File: config.mk
export PLATFORM = sky130hd
export DESIGN_NAME = dma_addr_seq
export DESIGN_NICKNAME = d
export VERILOG_FILES = /design/src/rtl/dma_seq_pkg.sv /design/src/rtl/dma_addr_track.sv /design/src/rtl/dma_loop_ctrl.sv /design/src/rtl/dma_end_action.sv /design/src/rtl/dma_addr_seq.sv
export SDC_FILE = /design/constraint.sdc
export NUM_CORES = 1
export LEC_CHECK = 0
export ABC_AREA = 0
export BUFFER_PORTS_ARGS = -buffer_cell sky130_fd_sc_hd__buf_2
export CAP_MARGIN = 30
export CORE_MARGIN = 2
export CORE_UTILIZATION = 53
export CTS_CLUSTER_DIAMETER = 50
export CTS_CLUSTER_SIZE = 30
export DETAILED_ROUTE_END_ITERATION = 8
export PLACE_DENSITY = 0.78
export SYNTH_ARGS = -nofsm -noshare
export SYNTH_HDL_FRONTEND = slang
export SYNTH_HIERARCHICAL = 1
export SYNTH_SLANG_ARGS = --single-unit
File: constraint.sdc
create_clock -name clk -period 4.95 [get_ports clk]
set_input_delay 0.2475 -clock clk [delete_from_list [all_inputs] [get_ports clk]]
set_output_delay 0.2475 -clock clk [all_outputs]
set_load 0.02 [all_outputs]
File: src/rtl/dma_seq_pkg.sv
// Package: shared encodings and small decode helpers for the DMA address
// sequencer. Assumes 3-bit address codes and a 2-bit width code.
package dma_seq_pkg;

    // Address control codes (same encoding for source and destination)
    typedef enum logic [2:0] {
        AC_INC1    = 3'b000,
        AC_INC1_RL = 3'b001,
        AC_INC2    = 3'b010,
        AC_INC2_RL = 3'b011,
        AC_INC4    = 3'b100,
        AC_FIXED   = 3'b101,
        AC_DEC1    = 3'b110,
        AC_DEC1_RL = 3'b111
    } addr_ctl_e;

    // End-of-job action held in one 2-bit slice of the chain/return field
    typedef enum logic [1:0] {
        ACT_NONE       = 2'b00,
        ACT_IRQ        = 2'b01,
        ACT_CHAIN_NEXT = 2'b10,
        ACT_CHAIN_CUR  = 2'b11
    } end_act_e;

    // True for codes that return to the start value at an inner-loop end
    function automatic logic is_reload_code(input logic [2:0] c);
        return (c == AC_INC1_RL) || (c == AC_INC2_RL) || (c == AC_DEC1_RL);
    endfunction

    // True for codes that move the address downward
    function automatic logic is_down_code(input logic [2:0] c);
        return (c == AC_DEC1) || (c == AC_DEC1_RL);
    endfunction

    // log2 of the width multiple selected by a code
    function automatic logic [1:0] mult_shift(input logic [2:0] c);
        case (c)
            AC_INC2, AC_INC2_RL: return 2'd1;
            AC_INC4:             return 2'd2;
            default:             return 2'd0;
        endcase
    endfunction

    // log2 of the byte size of one transfer unit (11 acts as word)
    function automatic logic [1:0] width_shift(input logic [1:0] w);
        case (w)
            2'b00:   return 2'd0;
            2'b01:   return 2'd1;
            default: return 2'd2;
        endcase
    endfunction

    // True when the address ends the job equal to its start value
    function automatic logic keeps_start(input logic [2:0] c, input logic irm);
        return (c == AC_FIXED) || (irm && is_reload_code(c));
    endfunction

endpackage

File: src/rtl/dma_addr_track.sv
// Address tracker: holds one address register and its start value. It steps
// the address per transfer according to its control code and the transfer
// width, and returns it to the start value on an inner-loop wrap for reload
// codes. Assumes code, width and reload flag are steady during a job.
module dma_addr_track
    import dma_seq_pkg::*;
#(
    parameter int AW = 32
) (
    input  logic          clk,
    input  logic          rst_n,
    input  logic          load,
    input  logic [AW-1:0] start_addr,
    input  logic          advance,
    input  logic          inner_wrap,
    input  logic [2:0]    code,
    input  logic [1:0]    width,
    input  logic          inner_reload,
    output logic [AW-1:0] addr,
    output logic          keeps_start_o
);

    localparam logic [AW-1:0] ONE = AW'(1);

    logic [AW-1:0] base_q;
    logic [AW-1:0] delta;
    logic [AW-1:0] next_addr;
    logic [2:0]    step_sh;

    // Byte step for this code and width; zero for the fixed code
    always_comb begin
        step_sh = {1'b0, width_shift(width)} + {1'b0, mult_shift(code)};
        delta   = (code == AC_FIXED) ? '0 : (ONE << step_sh);
    end

    // Next address: reload to base on a wrap, otherwise add or subtract
    always_comb begin
        if (inner_wrap && is_reload_code(code)) begin
            next_addr = base_q;
        end else if (is_down_code(code)) begin
            next_addr = addr - delta;
        end else begin
            next_addr = addr + delta;
        end
    end

    // Address and start-value registers
    always_ff @(posedge clk) begin
        if (!rst_n) begin
            addr   <= '0;
            base_q <= '0;
        end else if (load) begin
            addr   <= start_addr;
            base_q <= start_addr;
        end else if (advance) begin
            addr   <= next_addr;
        end
    end

    // Whether this address finishes the job at its start value
    always_comb keeps_start_o = keeps_start(code, inner_reload);

endmodule

File: src/rtl/dma_loop_ctrl.sv
// Loop controller: runs the inner and outer transfer counters, flags
// inner-loop wraps and the final transfer, and holds the busy state.
// Assumes the reload flag is steady during a job. A zero count is taken
// as one.
module dma_loop_ctrl #(
    parameter int IW = 8,
    parameter int OW = 8
) (
    input  logic          clk,
    input  logic          rst_n,
    input  logic          load,
    input  logic          xfer,
    input  logic          inner_reload,
    input  logic [IW-1:0] inner_count,
    input  logic [OW-1:0] outer_count,
    output logic          busy,
    output logic          advance,
    output logic          inner_wrap,
    output logic          final_xfer
);

    logic [IW-1:0] in_left;
    logic [IW-1:0] in_init;
    logic [OW-1:0] out_left;
    logic [IW-1:0] in_eff;
    logic [OW-1:0] out_eff;
    logic          inner_last;
    logic          outer_last;

    // Effective counts with zero promoted to one
    always_comb begin
        in_eff  = (inner_count == '0) ? IW'(1) : inner_count;
        out_eff = (outer_count == '0) ? OW'(1) : outer_count;
    end

    // Transfer qualification and loop-end detection
    always_comb begin
        inner_last = (in_left == IW'(1));
        outer_last = (out_left == OW'(1));
        advance    = busy && xfer && !load;
        inner_wrap = advance && inner_last && inner_reload;
        final_xfer = advance && inner_last && (!inner_reload || outer_last);
    end

    // Counter and busy registers
    always_ff @(posedge clk) begin
        if (!rst_n) begin
            busy     <= 1'b0;
            in_left  <= '0;
            in_init  <= '0;
            out_left <= '0;
        end else if (load) begin
            busy     <= 1'b1;
            in_left  <= in_eff;
            in_init  <= in_eff;
            out_left <= out_eff;
        end else if (advance) begin
            if (final_xfer) begin
                busy     <= 1'b0;
            end else if (inner_last) begin
                in_left  <= in_init;
                out_left <= out_left - OW'(1);
            end else begin
                in_left  <= in_left - IW'(1);
            end
        end
    end

endmodule

File: src/rtl/dma_end_action.sv
// End-of-job action decoder: picks the chain/return slice from the reload
// flags, detects open-error conditions and registers one single-cycle result
// pulse when the final transfer fires. An open error masks every other action.
module dma_end_action
    import dma_seq_pkg::*;
(
    input  logic       clk,
    input  logic       rst_n,
    input  logic       fire,
    input  logic [5:0] chrs,
    input  logic       inner_reload,
    input  logic       outer_reload,
    input  logic       wb_disable,
    input  logic       src_keeps,
    input  logic       dst_keeps,
    output logic       irq_pulse,
    output logic       chain_next,
    output logic       chain_cur,
    output logic       open_err
);

    end_act_e act;
    logic     forbidden;
    logic     wb_err;
    logic     any_err;

    // Slice selection by reload mode
    always_comb begin
        if (!inner_reload) begin
            act = end_act_e'(chrs[1:0]);
        end else if (!outer_reload) begin
            act = end_act_e'(chrs[3:2]);
        end else begin
            act = end_act_e'(chrs[5:4]);
        end
    end

    // Error conditions: forbidden slice value or a needed rewrite with write-back off
    always_comb begin
        forbidden = inner_reload && outer_reload && (act == ACT_CHAIN_CUR);
        wb_err    = wb_disable && !(src_keeps && dst_keeps);
        any_err   = forbidden || wb_err;
    end

    // Registered single-cycle result pulses
    always_ff @(posedge clk) begin
        if (!rst_n) begin
            irq_pulse  <= 1'b0;
            chain_next <= 1'b0;
            chain_cur  <= 1'b0;
            open_err   <= 1'b0;
        end else begin
            irq_pulse  <= fire && !any_err && (act == ACT_IRQ);
            chain_next <= fire && !any_err && (act == ACT_CHAIN_NEXT);
            chain_cur  <= fire && !any_err && (act == ACT_CHAIN_CUR);
            open_err   <= fire && any_err;
        end
    end

endmodule

File: src/rtl/dma_addr_seq.sv
// Top: DMA descriptor address sequencer. Ties two address trackers (source,
// destination), the loop controller and the end-action decoder together.
// Assumes configuration inputs are steady from start until the job ends.
module dma_addr_seq #(
    parameter int AW = 32,
    parameter int IW = 8,
    parameter int OW = 8
) (
    input  logic          clk,
    input  logic          rst_n,
    input  logic          start,
    input  logic          xfer,
    input  logic [2:0]    src_code,
    input  logic [2:0]    dst_code,
    input  logic [1:0]    width,
    input  logic          inner_reload,
    input  logic          outer_reload,
    input  logic [5:0]    chrs,
    input  logic          wb_disable,
    input  logic [AW-1:0] src_start,
    input  logic [AW-1:0] dst_start,
    input  logic [IW-1:0] inner_count,
    input  logic [OW-1:0] outer_count,
    output logic [AW-1:0] src_addr,
    output logic [AW-1:0] dst_addr,
    output logic          busy,
    output logic          irq_pulse,
    output logic          chain_next,
    output logic          chain_cur,
    output logic          open_err
);

    localparam int NCH = 2;

    logic                   advance;
    logic                   inner_wrap;
    logic                   final_xfer;
    logic [NCH-1:0][2:0]    codes;
    logic [NCH-1:0][AW-1:0] starts;
    logic [NCH-1:0][AW-1:0] addrs;
    logic [NCH-1:0]         keeps;

    // Pack per-channel inputs: index 0 source, index 1 destination
    always_comb begin
        codes[0]  = src_code;
        codes[1]  = dst_code;
        starts[0] = src_start;
        starts[1] = dst_start;
        src_addr  = addrs[0];
        dst_addr  = addrs[1];
    end

    dma_loop_ctrl #(.IW(IW), .OW(OW)) u_loop (
        .clk          (clk),
        .rst_n        (rst_n),
        .load         (start),
        .xfer         (xfer),
        .inner_reload (inner_reload),
        .inner_count  (inner_count),
        .outer_count  (outer_count),
        .busy         (busy),
        .advance      (advance),
        .inner_wrap   (inner_wrap),
        .final_xfer   (final_xfer)
    );

    for (genvar g = 0; g < NCH; g++) begin : g_addr
        dma_addr_track #(.AW(AW)) u_trk (
            .clk           (clk),
            .rst_n         (rst_n),
            .load          (start),
            .start_addr    (starts[g]),
            .advance       (advance),
            .inner_wrap    (inner_wrap),
            .code          (codes[g]),
            .width         (width),
            .inner_reload  (inner_reload),
            .addr          (addrs[g]),
            .keeps_start_o (keeps[g])
        );
    end

    dma_end_action u_act (
        .clk          (clk),
        .rst_n        (rst_n),
        .fire         (final_xfer),
        .chrs         (chrs),
        .inner_reload (inner_reload),
        .outer_reload (outer_reload),
        .wb_disable   (wb_disable),
        .src_keeps    (keeps[0]),
        .dst_keeps    (keeps[1]),
        .irq_pulse    (irq_pulse),
        .chain_next   (chain_next),
        .chain_cur    (chain_cur),
        .open_err     (open_err)
    );

endmodule

==> key figures <==
Outcome
  – Status: finished clean

Clocking
  – Clock root buffer: clkbuf_16
  – Setup bufs post-CTS: 0
  – Sink Count: 157
  – Reg clk slew, reported paths: ~70 ps
  – CTS Buf Count: 17
  – Cts hold-fix bufs: 0
  – Clk buf depth: 2
  – Clock insertion delay at the later pin of the skew report: around 440 ps
  – PostCTS Resize Cnt: 0
  – H-tree Lvls: 4
  – CTS tree: built

Floorplanning
  – IO Pins: 170
  – Die Width: 153 microns
  – FP Rows: 54
  – Placeable Area: roughly 22000 sq um
  – Die Y: roughly 150 microns
  – Initial Util: between 50 and 60%
  – Full die area: about 23000 sq um

Finish
  – Fin area: between 10000 and 15000 sq um
  – Post-layout util: between 60% and 70%
  – Nets@finish: between 1500 and 2000
  – Number of fill cells: between 1500 and 2000
  – Area occupied by multi-input gates: 8150 sq um
  – Register Area: 3140 sq um
  – Area Overhead vs Synth: 15.7%
  – Commonest non-fill, non-tap cells in the layout: 217 x nand2_1, 167 x buf_2, 157 x dfxtp_1
  – # diodes: 0
  – Commonest non-fill, non-tap cell in the layout: nand2_1
  – Layout cells sized above 1: around 17%

Timing
  – Fin. Hold Viols: 0
  – Slew Limit Headroom: 42.7%
  – Hold Slack: about 47 ps
  – Worst clock skew: about 12 ps
  – Final period demand of the worst path: between 4000 and 5000 ps
  – Setup ws final: 396 ps
  – RSZ-0062 raised after global routing: false
  – Fin. max-slew vios: 0
  – Worst Tran Pin Value: about 860 ps
  – Final Cycle Share: 92.0%
  – Final setup viols: 0
  – TNS Setup: 0 ps
  – Max Clock Freq: between 200 and 250 MHz

Pwr
  – Pwr dens: about 320 nW/um^2
  – P_leak: between 5 and 6 nW
  – Peak supply drop: approximately 0.00021 V

Worst setup path
  – Slowest CP cell: a211oi_1
  – Critical path cell sequence: buf_2 > nor2b_1 > ha_1 > inv_1 > fa_1 > and2_1 > nand2_1 > or2_2 > ha_1 > a21oi_1 > fa_1 > a211oi_1 > o21bai_2 > a21oi_2 > or4b_4 > a21oi_1 > a211oi_1 > xor2_1 > o221ai_1 > and2_1
  – CP endpoint kind: register
  – WP data required: about 5300 ps
  – CP arrival: between 4000 and 5000 ps
  – Worst reg2reg setup slack: about 1100 ps
  – Slowest Stage Delay on Critical Path: between 600 and 700 ps
  – Startpoint types: input port
  – Crit Path Max Fanout: 4
  – Crit path kind: in -> reg

Routing
  – Post-DR vias/cell: about 6
  – DRT Pass-1 Iters: 5
  – DRT Wirelength: ~34 mm
  – Remaining DRCs: 0
  – Vias post-DR: approximately 12000
  – Antenna viol nets, final: 0
  – Routed WL per cell: around 17 microns
  – Drt initial violations: about 900

Synthesis
  – Post-synth EDFFs: 0
  – Post-synthesis cell type count: a little under 90
  – Synthesis Warnings: 6
  – Register area share after synthesis: between 20% and 30%
  – Post-synth top area share: a little over a quarter
  – Yosys reg bits: around 160
  – Largest cells by area after synthesis: dfxtp_1 27%, ha_1 7.7%, nand2_1 6.9%, o21ai_0 5.0%, mux2i_1 4.3%
  – Synth Cell Area: 11800 sq um
  – Ys async rst share: 0%
  – Synthesized area per cell: about 7.7 sq um
  – Syn_nets: around 1700
  – Synth Instances: around 1500
  – Area leader, netlist: dfxtp_1
  – Main flop type after synthesis: dfxtp_1

Place
  – Routability Congestion: ~0.95
  – Hpwl dp: around 25 mm
  – Placed Area: 13000 sq um
  – I/O Buffers: approximately 170
  – Place WS: ~110 ps

GRT
  – Largest net degree at the start of global routing: 100
  – Vias in the first global route: between 10000 and 15000
  – Global-route wire length before repair: between 50 and 60 mm
  – Global Route Usage Sum: around 28%
  – Initial antenna violation count: 0
  – Grt total ovfl: 0

Job
  – Max Cap Viol: 0

Hold path
  – Worst min-delay path class: in -> reg
kinds of logic (layout without fill, tap and decap cells):
| group | after synthesis | count (layout) | share of synthesized area [%] |
|---|---|---|---|
| AO/OA/AOI/OAI | 503 | 503 | 28.2 |
| AND/OR/NAND/NOR | 569 | 569 | 23.7 |
| buffers and inverters | 118 | 282 | 3.96 |
| XOR/XNOR | 56 | 56 | 4.17 |
| adder cells (fa/ha/maj) | 78 | 78 | 8.69 |
| flip-flops | 157 | 157 | 26.7 |
| multiplexers | 53 | 53 | 4.55 |
synth_stat cells (5+ instances only):
cell type	count
nand3_1	44
a211oi_1	16
a21oi_1	93
o21a_1	8
inv_1	26
or2_2	5
clkbuf_1	73
o31ai_1	11
o211a_1	6
xor2_1	29
a311oi_1	9
nand2b_1	37
nor3_1	21
fa_1	6
a22oi_1	7
o211ai_1	17
nand4_1	15
a31oi_1	42
o21ai_0	117
nor4_1	5
a21boi_0	39
and3_1	13
nand2_1	217
xnor2_1	27
a21o_1	37
nor3b_1	6
or3_1	5
dfxtp_1	157
nor2_1	88
buf_1	12
a22o_1	7
nor2b_1	76
o21ai_1	28
ha_1	72
o21bai_1	10
and2_1	18
mux2i_1	50
final cells by class:
class                   instances  share of cell area, %
inverters                      27                  0.745
repair buffers                224                   9.32
multi-input cells            1259                   60.0
flip-flops and latches        157                   23.1
clock inverters                12                   1.02
well taps                     280                   2.58
clock buffers                  19                   3.26
report_power, final:
group          total [mW]  leakage (nW)  switching, mW  internal (mW)
registers            1.43          1.30         0.0821           1.35
logic                1.59          4.42          0.926          0.665
clock network        1.34         0.272          0.578          0.759
total                4.36          5.99           1.59           2.77
worst paths after layout:
| kind | startpoint | end | depth (start not counted) |
|---|---|---|---|
| hold reg to reg | u_loop/in_init[0]$_SDFFE_PN0P_ | u_loop/in_init[0]$_SDFFE_PN0P_ | 2 |
| setup / recovery | src_code[1] | g_addr[0].u_trk/addr[22]$_SDFFE_PN0P_ | 20 |
| hold / removal | dst_start[11] | g_addr[1].u_trk/addr[11]$_SDFFE_PN0P_ | 2 |
| setup reg to reg | u_loop/in_left[0]$_SDFFE_PN0P_ | g_addr[1].u_trk/addr[27]$_SDFFE_PN0P_ | 10 |
layer usage:
metal,global-route usage [%],routed length [microns],up-vias
met4,8.25,571,0
met2,45.6,15500,412
met5,0,0,-
li1,-,-,5866
met1,39.4,15600,5556
met3,4.96,2240,55
worst max-delay path, delay by kind of cell:
kind,cells,cell delay (ps)
AOI/OAI and AO/OA,7,1710
adders and majority gates,4,1450
and+or+nand+nor,6,1070
xor gates and xnor gates,1,220
buffers and inverters,2,180
state kept, by name, indices dropped and copies added (netlist names):
signal and cells:
g_addr.u_trk/addr 64, g_addr.u_trk/base_q 64, u_loop/in_init 8, u_loop/in_left 8, u_loop/out_left 8, u_act/chain_cur 1, u_act/chain_next 1, u_act/irq_pulse 1
u_act/open_err 1, u_loop/busy 1
per-stage QoR:
stage,cells,power [mW]
6_report,1978,4.36
5_1_grt,1978,4.60
4_1_cts,1977,4.36
3_5_place_dp,1946,3.01
3_3_place_gp,1946,2.98
2_1_floorplan,1534,2.56
(Power assumes the default switching activity.)
